File: config.mk
export PLATFORM = sky130hd
export DESIGN_NAME = sram_lane_ctrl
export DESIGN_NICKNAME = d
export VERILOG_FILES = /design/src/rtl/sram_lane_ctrl.sv
export SDC_FILE = /design/constraint.sdc
export NUM_CORES = 1
export LEC_CHECK = 0
export BUFFER_PORTS_ARGS = -buffer_cell sky130_fd_sc_hd__buf_2
export CAP_MARGIN = 20
export CORE_MARGIN = 1.5
export CORE_UTILIZATION = 40
export DETAILED_ROUTE_END_ITERATION = 10
export GPL_TIMING_DRIVEN = 0
export HOLD_SLACK_MARGIN = 0.1
export PLACE_DENSITY = 0.78
export SYNTH_ARGS = -nofsm -noshare
export SYNTH_HDL_FRONTEND = slang
export SYNTH_SLANG_ARGS = --single-unit
File: constraint.sdc
create_clock -name clk -period 2.9 [get_ports clk]
set_input_delay 0.29 -clock clk [delete_from_list [all_inputs] [get_ports clk]]
set_output_delay 0.29 -clock clk [all_outputs]
set_load 0.01 [all_outputs]
File: src/rtl/sram_lane_ctrl.sv
module sram_lane_ctrl #(
  parameter int AW     = 18,
  parameter int CLK_NS = 10,
  parameter int T_RC   = 15,
  parameter int T_AA   = 15,
  parameter int T_WC   = 15,
  parameter int T_PWE  = 10,
  parameter int T_SCE  = 10,
  parameter int T_SD   = 8,
  parameter int T_HZ   = 7
) (
  input  logic          clk,
  input  logic          rst_n,
  input  logic          req_valid,
  output logic          req_ready,
  input  logic          req_write,
  input  logic [AW-1:0] req_addr,
  input  logic [15:0]   req_wdata,
  input  logic [1:0]    req_mask,
  output logic          rsp_valid,
  output logic [15:0]   rsp_rdata,
  output logic          sram_ce_n,
  output logic          sram_we_n,
  output logic          sram_oe_n,
  output logic          sram_ub_n,
  output logic          sram_lb_n,
  output logic [AW-1:0] sram_addr,
  output logic [15:0]   sram_dq_out,
  output logic          sram_dq_oe,
  input  logic [15:0]   sram_dq_in
);

  function automatic int cyc(input int ns);
    return (ns + CLK_NS - 1) / CLK_NS;
  endfunction

  function automatic int imax(input int a, input int b);
    return (a > b) ? a : b;
  endfunction

  localparam int RD_CYC   = imax(1, imax(cyc(T_RC), cyc(T_AA)));
  localparam int WE_CYC   = imax(1, imax(cyc(T_PWE), imax(cyc(T_SCE), cyc(T_SD))));
  localparam int HOLD_CYC = imax(1, cyc(T_WC) - WE_CYC);
  localparam int TA_CYC   = cyc(T_HZ);
  localparam int CW       = $clog2(RD_CYC + WE_CYC + HOLD_CYC + TA_CYC + 2);

  typedef enum logic [1:0] {S_IDLE, S_RD, S_WE, S_HOLD} st_t;

  st_t           st;
  logic [CW-1:0] cnt;
  logic [CW-1:0] ta_left;
  logic [1:0]    rmask;

  assign req_ready = (st == S_IDLE) && !(req_write && ta_left != '0);

  wire take   = req_valid && req_ready;
  wire nop_wr = req_write && (req_mask == 2'b00);

  always_ff @(posedge clk or negedge rst_n) begin
    if (!rst_n) begin
      st          <= S_IDLE;
      cnt         <= '0;
      ta_left     <= '0;
      rmask       <= 2'b00;
      sram_ce_n   <= 1'b1;
      sram_we_n   <= 1'b1;
      sram_oe_n   <= 1'b1;
      sram_ub_n   <= 1'b1;
      sram_lb_n   <= 1'b1;
      sram_addr   <= '0;
      sram_dq_out <= '0;
      sram_dq_oe  <= 1'b0;
      rsp_valid   <= 1'b0;
      rsp_rdata   <= '0;
    end else begin
      rsp_valid <= 1'b0;
      case (st)
        S_IDLE: begin
          if (ta_left != '0) ta_left <= ta_left - 1'b1;
          if (take && !nop_wr) begin
            sram_addr <= req_addr;
            sram_ce_n <= 1'b0;
            sram_ub_n <= ~req_mask[1];
            sram_lb_n <= ~req_mask[0];
            rmask     <= req_mask;
            if (req_write) begin
              sram_we_n   <= 1'b0;
              sram_dq_oe  <= 1'b1;
              sram_dq_out <= req_wdata;
              cnt         <= CW'(WE_CYC - 1);
              st          <= S_WE;
            end else begin
              sram_oe_n <= 1'b0;
              cnt       <= CW'(RD_CYC - 1);
              st        <= S_RD;
            end
          end
        end
        S_RD: begin
          if (cnt == '0) begin
            sram_ce_n <= 1'b1;
            sram_oe_n <= 1'b1;
            sram_ub_n <= 1'b1;
            sram_lb_n <= 1'b1;
            rsp_valid <= 1'b1;
            rsp_rdata <= {rmask[1] ? sram_dq_in[15:8] : 8'h00,
                          rmask[0] ? sram_dq_in[7:0]  : 8'h00};
            ta_left   <= CW'(TA_CYC);
            st        <= S_IDLE;
          end else begin
            cnt <= cnt - 1'b1;
          end
        end
        S_WE: begin
          if (cnt == '0) begin
            sram_we_n <= 1'b1;
            cnt       <= CW'(HOLD_CYC - 1);
            st        <= S_HOLD;
          end else begin
            cnt <= cnt - 1'b1;
          end
        end
        default: begin
          if (cnt == '0) begin
            sram_ce_n  <= 1'b1;
            sram_ub_n  <= 1'b1;
            sram_lb_n  <= 1'b1;
            sram_dq_oe <= 1'b0;
            st         <= S_IDLE;
          end else begin
            cnt <= cnt - 1'b1;
          end
        end
      endcase
    end
  end


  rd_addr_stable_chk: assert property (@(posedge clk) disable iff (!rst_n)
    (!sram_oe_n && $past(!sram_oe_n)) |-> $stable(sram_addr));


  rsp_pulse_chk: assert property (@(posedge clk) disable iff (!rst_n)
    rsp_valid |=> !rsp_valid);


  we_low_data_chk: assert property (@(posedge clk) disable iff (!rst_n)
    !sram_we_n |-> (sram_dq_oe && !sram_ce_n));


  we_rise_closes_chk: assert property (@(posedge clk) disable iff (!rst_n)
    $rose(sram_we_n) |-> (!sram_ce_n && sram_dq_oe && (!sram_ub_n || !sram_lb_n)));


  oe_no_drive_chk: assert property (@(posedge clk) disable iff (!rst_n)
    !sram_oe_n |-> !sram_dq_oe);


  turnaround_chk: assert property (@(posedge clk) disable iff (!rst_n)
    $rose(sram_oe_n) |=> !sram_dq_oe);


  busy_not_ready_chk: assert property (@(posedge clk) disable iff (!rst_n)
    !sram_ce_n |-> !req_ready);


  oe_we_excl_chk: assert property (@(posedge clk) disable iff (!rst_n)
    !(!sram_oe_n && !sram_we_n));

endmodule

== Word level (Yosys, flattened, before mapping) ==
Index checks and enable logic that the tools add are counted.

* Bits in registers: 67
* Output and inout port bits: 58
* Logic and storage cells: 88
* Input bits: 56

* Bitwise gates (word level): 4
* Eq/ne operators: 9
* Multiplexer cells: 34
* $add $sub $neg: 2
* Reductions and logical operators: 25

{| class="wikitable"
|+ Operators by type and width
! operator !! number
|-
| $mux W8 || 2
|-
| $mux W3 || 5
|-
| $mux W1 || 14
|-
| $pmux W1 S2 || 6
|-
| $pmux W3 S2 || 2
|-
| $reduce_and A3 Y1 || 4
|-
| $reduce_and A4 Y1 || 3
|-
| $mux W2 || 4
|-
| $ne A2 B2 Y1 const B || 4
|-
| $reduce_and A2 Y1 || 3
|-
| $reduce_bool A2 Y1 || 3
|-
| $sub A3 B1 Y3 const B || 2
|-
| $logic_and A1 B1 Y1 || 5
|-
| $logic_not A2 Y1 || 2
|-
| $ne A2 B1 Y1 const B || 2
|-
| $not A1 Y1 || 4
|-
| $pmux W2 S2 || 1
|-
| $logic_not A3 Y1 || 1
|-
| $ne A3 B2 Y1 const B || 1
|-
| $reduce_bool A3 Y1 || 1
|-
| $eq A2 B1 Y1 const B || 1
|-
| $eq A2 B2 Y1 const B || 1
|-
| $logic_not A1 Y1 || 2
|-
| $reduce_or A2 Y1 || 1
|}

== Longest topological paths before layout ==
* Depth after elaboration: 8
* Depth in mapped cells: 9
* Depth with buffers taken out: 7

== Worst setup path before layout ==
No wires, ideal clock.

* Kind: register to register
* From: register ta_left[0]
* To: register sram_dq_out[10]
* Cell stages (with the launch flop): 9
* Arrival: 1.655 ns
* Period minus slack after synthesis: 1.780 ns
* Path buffers: 2
* Setup slack: 1.120 ns
* Library setup time: 0.125 ns
* Data required time: 2.775 ns
* Path through: dfrtp_1 > inv_1 > ha_1 > ha_1 > buf_4 > o21ai_4 > nor2_4 > buf_4 > mux2_2

* Longest elaborated chain between the ends: 7

{| class="wikitable"
|+ Ends and longest elaborated chain
! element !! RTL line !! RTL
|-
| start, declared || 51 || <nowiki>logic [CW-1:0] ta_left;</nowiki>
|-
| start signal, assigned || 79 || <nowiki>if (ta_left != '0) ta_left <= ta_left - 1'b1;</nowiki>
|-
| start signal, assigned || 108 || <nowiki>ta_left <= CW'(TA_CYC);</nowiki>
|-
| $reduce_bool A3 Y1 || 54 || <nowiki>assign req_ready = (st == S_IDLE) && !(req_write && ta_left != '0);</nowiki>
|-
| $logic_and A1 B1 Y1 || 54 ||
|-
| $logic_not A1 Y1 || 54 ||
|-
| $logic_and A1 B1 Y1 || 54 ||
|-
| $logic_and A1 B1 Y1 || 56 || <nowiki>wire take = req_valid && req_ready;</nowiki>
|-
| $logic_and A1 B1 Y1 || 80 || <nowiki>if (take && !nop_wr) begin</nowiki>
|-
| $reduce_and A3 Y1 (no line) || n/a ||
|-
| end signal, assigned || 89 || <nowiki>sram_dq_out <= req_wdata;</nowiki>
|-
| end, declared || 28 || <nowiki>output logic [15:0] sram_dq_out,</nowiki>
|}

Every way passes these cells.
A chain may end at the register's enable or synchronous reset.

== Worst setup path in the final report ==
* From: register st[0]
* To: output req_ready

* Longest elaborated chain between the ends: 2

{| class="wikitable"
|+ Ends and longest elaborated chain
! element !! RTL line !! RTL
|-
| start, declared || 49 || <nowiki>st_t st;</nowiki>
|-
| start signal, assigned || 61 || <nowiki>st <= S_IDLE;</nowiki>
|-
| start signal, assigned || 91 || <nowiki>st <= S_WE;</nowiki>
|-
| start signal, assigned || 95 || <nowiki>st <= S_RD;</nowiki>
|-
| $logic_not A2 Y1 || 54 ||
|-
| $logic_and A1 B1 Y1 || 54 ||
|-
| end, declared || 15 || <nowiki>output logic req_ready,</nowiki>
|}

Every way passes these cells.

==> metrics.csv <==
metric,value,unit
synthesized-area fraction occupied by adder cells,3.02,%
Sw Pwr,1.55,mW
fin crit period,2260,ps
hold depth,3,
slew at the pin closest to its max-slew limit,831,ps
Synth Area in Simple Gates,16.4,%
clk root buf,clkbuf_8,
"Setup Fix Bufs, Post-CTS",0,
crit-path max FO,10,
Synth Warn #,0,
syn_area_per_cell,10.0,sq um
GRT Residual Overflow,0,
endpoint type of the worst setup path,output pin,
n_diodes,0,
Min Hold Slack,139,ps
mux cell area share after synthesis,6.56,%
Min-Delay Endpoint,sram_addr[17],
clock share of power,19.2,%
Fin. Hold Viols,0,
Compound-Gate Fraction of Synth Area,11.6,%
Initial Util,42.0,%
CTS tree,yes,
clk_skew,10.3,ps
Netlist Area Pre-Place,2900,sq um
largest family of logic cells by synthesized area,simple AND/OR/NAND/NOR gates,
Detailed Routing Iterations Pass 1,4,
vias in the first global route,2466,
Layout Cells excl Fill,515,
max-slew violations,0,
max-cap violation count,0,
"Clk Latency, worst-skew pair",330,ps
HP Class,primary input to register,
largest net degree at the start of global routing,68,
Post-DRT Antenna Nets,0,
Routed Wire Length,6670,um
Remaining DRCs,0,
Die Y,88.2,um
final HPWL from detailed placement,4800,um
nets,477,
Cells after Synth,289,
Initial DRC Count,139,
internal power,2.52,mW
IO Pins,114,
CTS max path bufs,2,
unique cell type count in the Yosys netlist,39,
worst reg-to-reg path cell count,8,
Final period util,77.9,%
synthesized flop and latch total,67,
"Net Count, Synth",352,
Final Cell Area,3800,sq um
crit path kind,register to output pin,
die area,7770,sq um
clk sink count,67,
CTS buffer count,9,
core box area,6910,sq um
Setup Total Neg Slack,0,ps
vias,2479,
leakage power,2.02,nW
Startpoint Class,register,
Logic pwr share,41.5,%
Worst R2R Setup Slack,940,ps
WL/cell,12.9,um
Clock transition at path regs,70,ps
worst flop-to-flop path startpoint,ta_left[0],
GRT Total Usage,18.5,%
P per Cell Area,1070,nW/um^2
worst vdd rail ir drop,0.435,mV
first-pass GRT wire length,11100,um
row count,30,
Die Wd,88.2,um
DP Area,3590,sq um
Area Growth Syn to Fin,31.1,%
WP data arrival,1970,ps
sequential area share after synthesis,58.0,%
GP Congestion,0.828,
Final Util,55.1,%
relative slew slack,44.6,%
initial antenna violation count,0,
Vias/cell,4.81,
Critical Path RT,2610,ps
xor-xnor portion of the synthesized cell area,0,%
final setup fails,0,
hold path startpoint,req_addr[17],
FF-to-FF End,sram_dq_out[13],
RSZ-0062 raised after global routing,no,
PortBufs,113,
Max Fclk,0.443,GHz
switching share of power,38.0,%
sequential power share,39.2,%
outcome,"finished, final reports clean",
share of cells above drive strength 1,38.9,%
Inst Count DP,498,
# H-tree levels,3,
-- synth_stat cells, drive strengths merged --
cell	count	area, sq um
nand2	98	368
dfrtp	62	1550
o21ai	22	121
mux2	16	180
inv	14	52.6
buf	11	57.6
a21oi	8	40.0
ha	7	87.6
dfstp	5	131
nor3	5	25.0
nor2	4	22.5
o211ai	4	35.0
a211oi	3	22.5
clkbuf	3	12.5
nand2b	3	18.8
nand3	3	15.0
o21a	3	22.5
a221oi	2	17.5
o2bb2ai	2	17.5
a21o	1	7.51
a22o	1	8.76
a22oi	1	7.51
a2bb2oi	1	8.76
a31oi	1	6.26
and3	1	6.26
clkinv	1	3.75
mux2i	1	10.0
nor2b	1	6.26
o22a	1	8.76
o22ai	1	6.26
o31ai	1	7.51
or2	1	6.26
or4	1	7.51
-- timing repair --
action                                 4_1_cts  5_1_grt
setup endpoints to repair                    0        0
gates resized for setup                      0        0
endpoints found under the hold margin       62        0
hold buffers                                 1        0
-- logic make-up (layout without fill, tap and decap cells) --
| logic type | Yosys count | after routing |
|---|---|---|
| AO/OA/AOI/OAI | 52 | 52 |
| adder cells (fa/ha/maj) | 7 | 7 |
| buffers and inverters | 29 | 159 |
| flip-flops | 67 | 67 |
| multiplexers | 17 | 17 |
| AND/OR/NAND/NOR | 117 | 117 |
-- worst max-delay path: stages (launching register included) --
cell and delay [ps]:
dfrtp_1 420, inv_1 90, ha_1 190, buf_2 250, clkinv_1 320, a21oi_1 210, buf_2 150
-- how the worst max path moves through the flow --
stage                           from              end  slack, ps  depth (start not counted)
after floorplan           ta_left[0]  sram_dq_out[10]       1120                          8
after global placement    ta_left[0]  sram_dq_out[13]        970                          8
after detailed placement  ta_left[0]  sram_dq_out[13]        930                          8
after CTS                      st[0]        req_ready        650                          6
after global routing           st[0]        req_ready        490                          6
final                          st[0]        req_ready        640                          6
-- final cells by class --
cell class                      count  area [sq um]
Buffer                             14          70.1
Clock buffer                       11           141
Clock inverter                      5          62.6
Fill cell                         670          3100
Inverter                           15          56.3
Multi-Input combinational cell    193          1090
Sequential cell                    67          1680
Tap cell                           96           120
Timing Repair Buffer              114           578
-- metrics by stage --
stage | worst slack, ps | power, mW
3_3_place_gp | 968 | 3.23
2_1_floorplan | 1120 | 2.66
5_1_grt | 487 | 4.42
4_1_cts | 647 | 4.13
3_5_place_dp | 926 | 3.32
6_report | 642 | 4.07
-- sequential cells by signal, summed over array words and instances, names as in the netlist --
name	flops
sram_addr	18
rsp_rdata	16
sram_dq_out	16
cnt	3
ta_left	3
rmask	2
st	2
rsp_valid	1
sram_ce_n	1
sram_dq_oe	1
sram_lb_n	1
sram_oe_n	1
sram_ub_n	1
sram_we_n	1
-- cell usage in the layout, fill, tap and decap left out, types with 2 or more instances in the layout --
master	instances
dfstp_2	5
a221oi_1	2
nand2b_1	3
o21a_1	3
buf_2	119
dfrtp_1	62
clkbuf_8	10
o2bb2ai_1	2
buf_4	3
a211oi_1	3
o211ai_1	3
nand2_1	98
buf_1	2
clkbuf_1	3
a21oi_1	8
nand3_1	3
clkinv_4	2
clkinvlp_4	2
ha_1	7
nor2_1	3
o21ai_0	21
inv_1	14
mux2_2	16
nor3_1	5
-- metal layers --
| metal | GRT usage, % | wire length [um] |
|---|---|---|
| met5 | 0 | 0 |
| met3 | 3.86 | 382 |
| met4 | 7.67 | 91 |
| met1 | 24.0 | 2930 |
| met2 | 30.3 | 3270 |
-- power groups by stage --
stage	Sequential, mW	Clock [mW]	Combinational, mW
floorplan	1.77	0	0.881
global placement	1.60	0	1.64
CTS	1.60	0.815	1.71
global route	1.65	0.845	1.92
finish	1.60	0.782	1.69
detailed placement	1.61	0	1.70
Power figures use the tool's default switching activity.
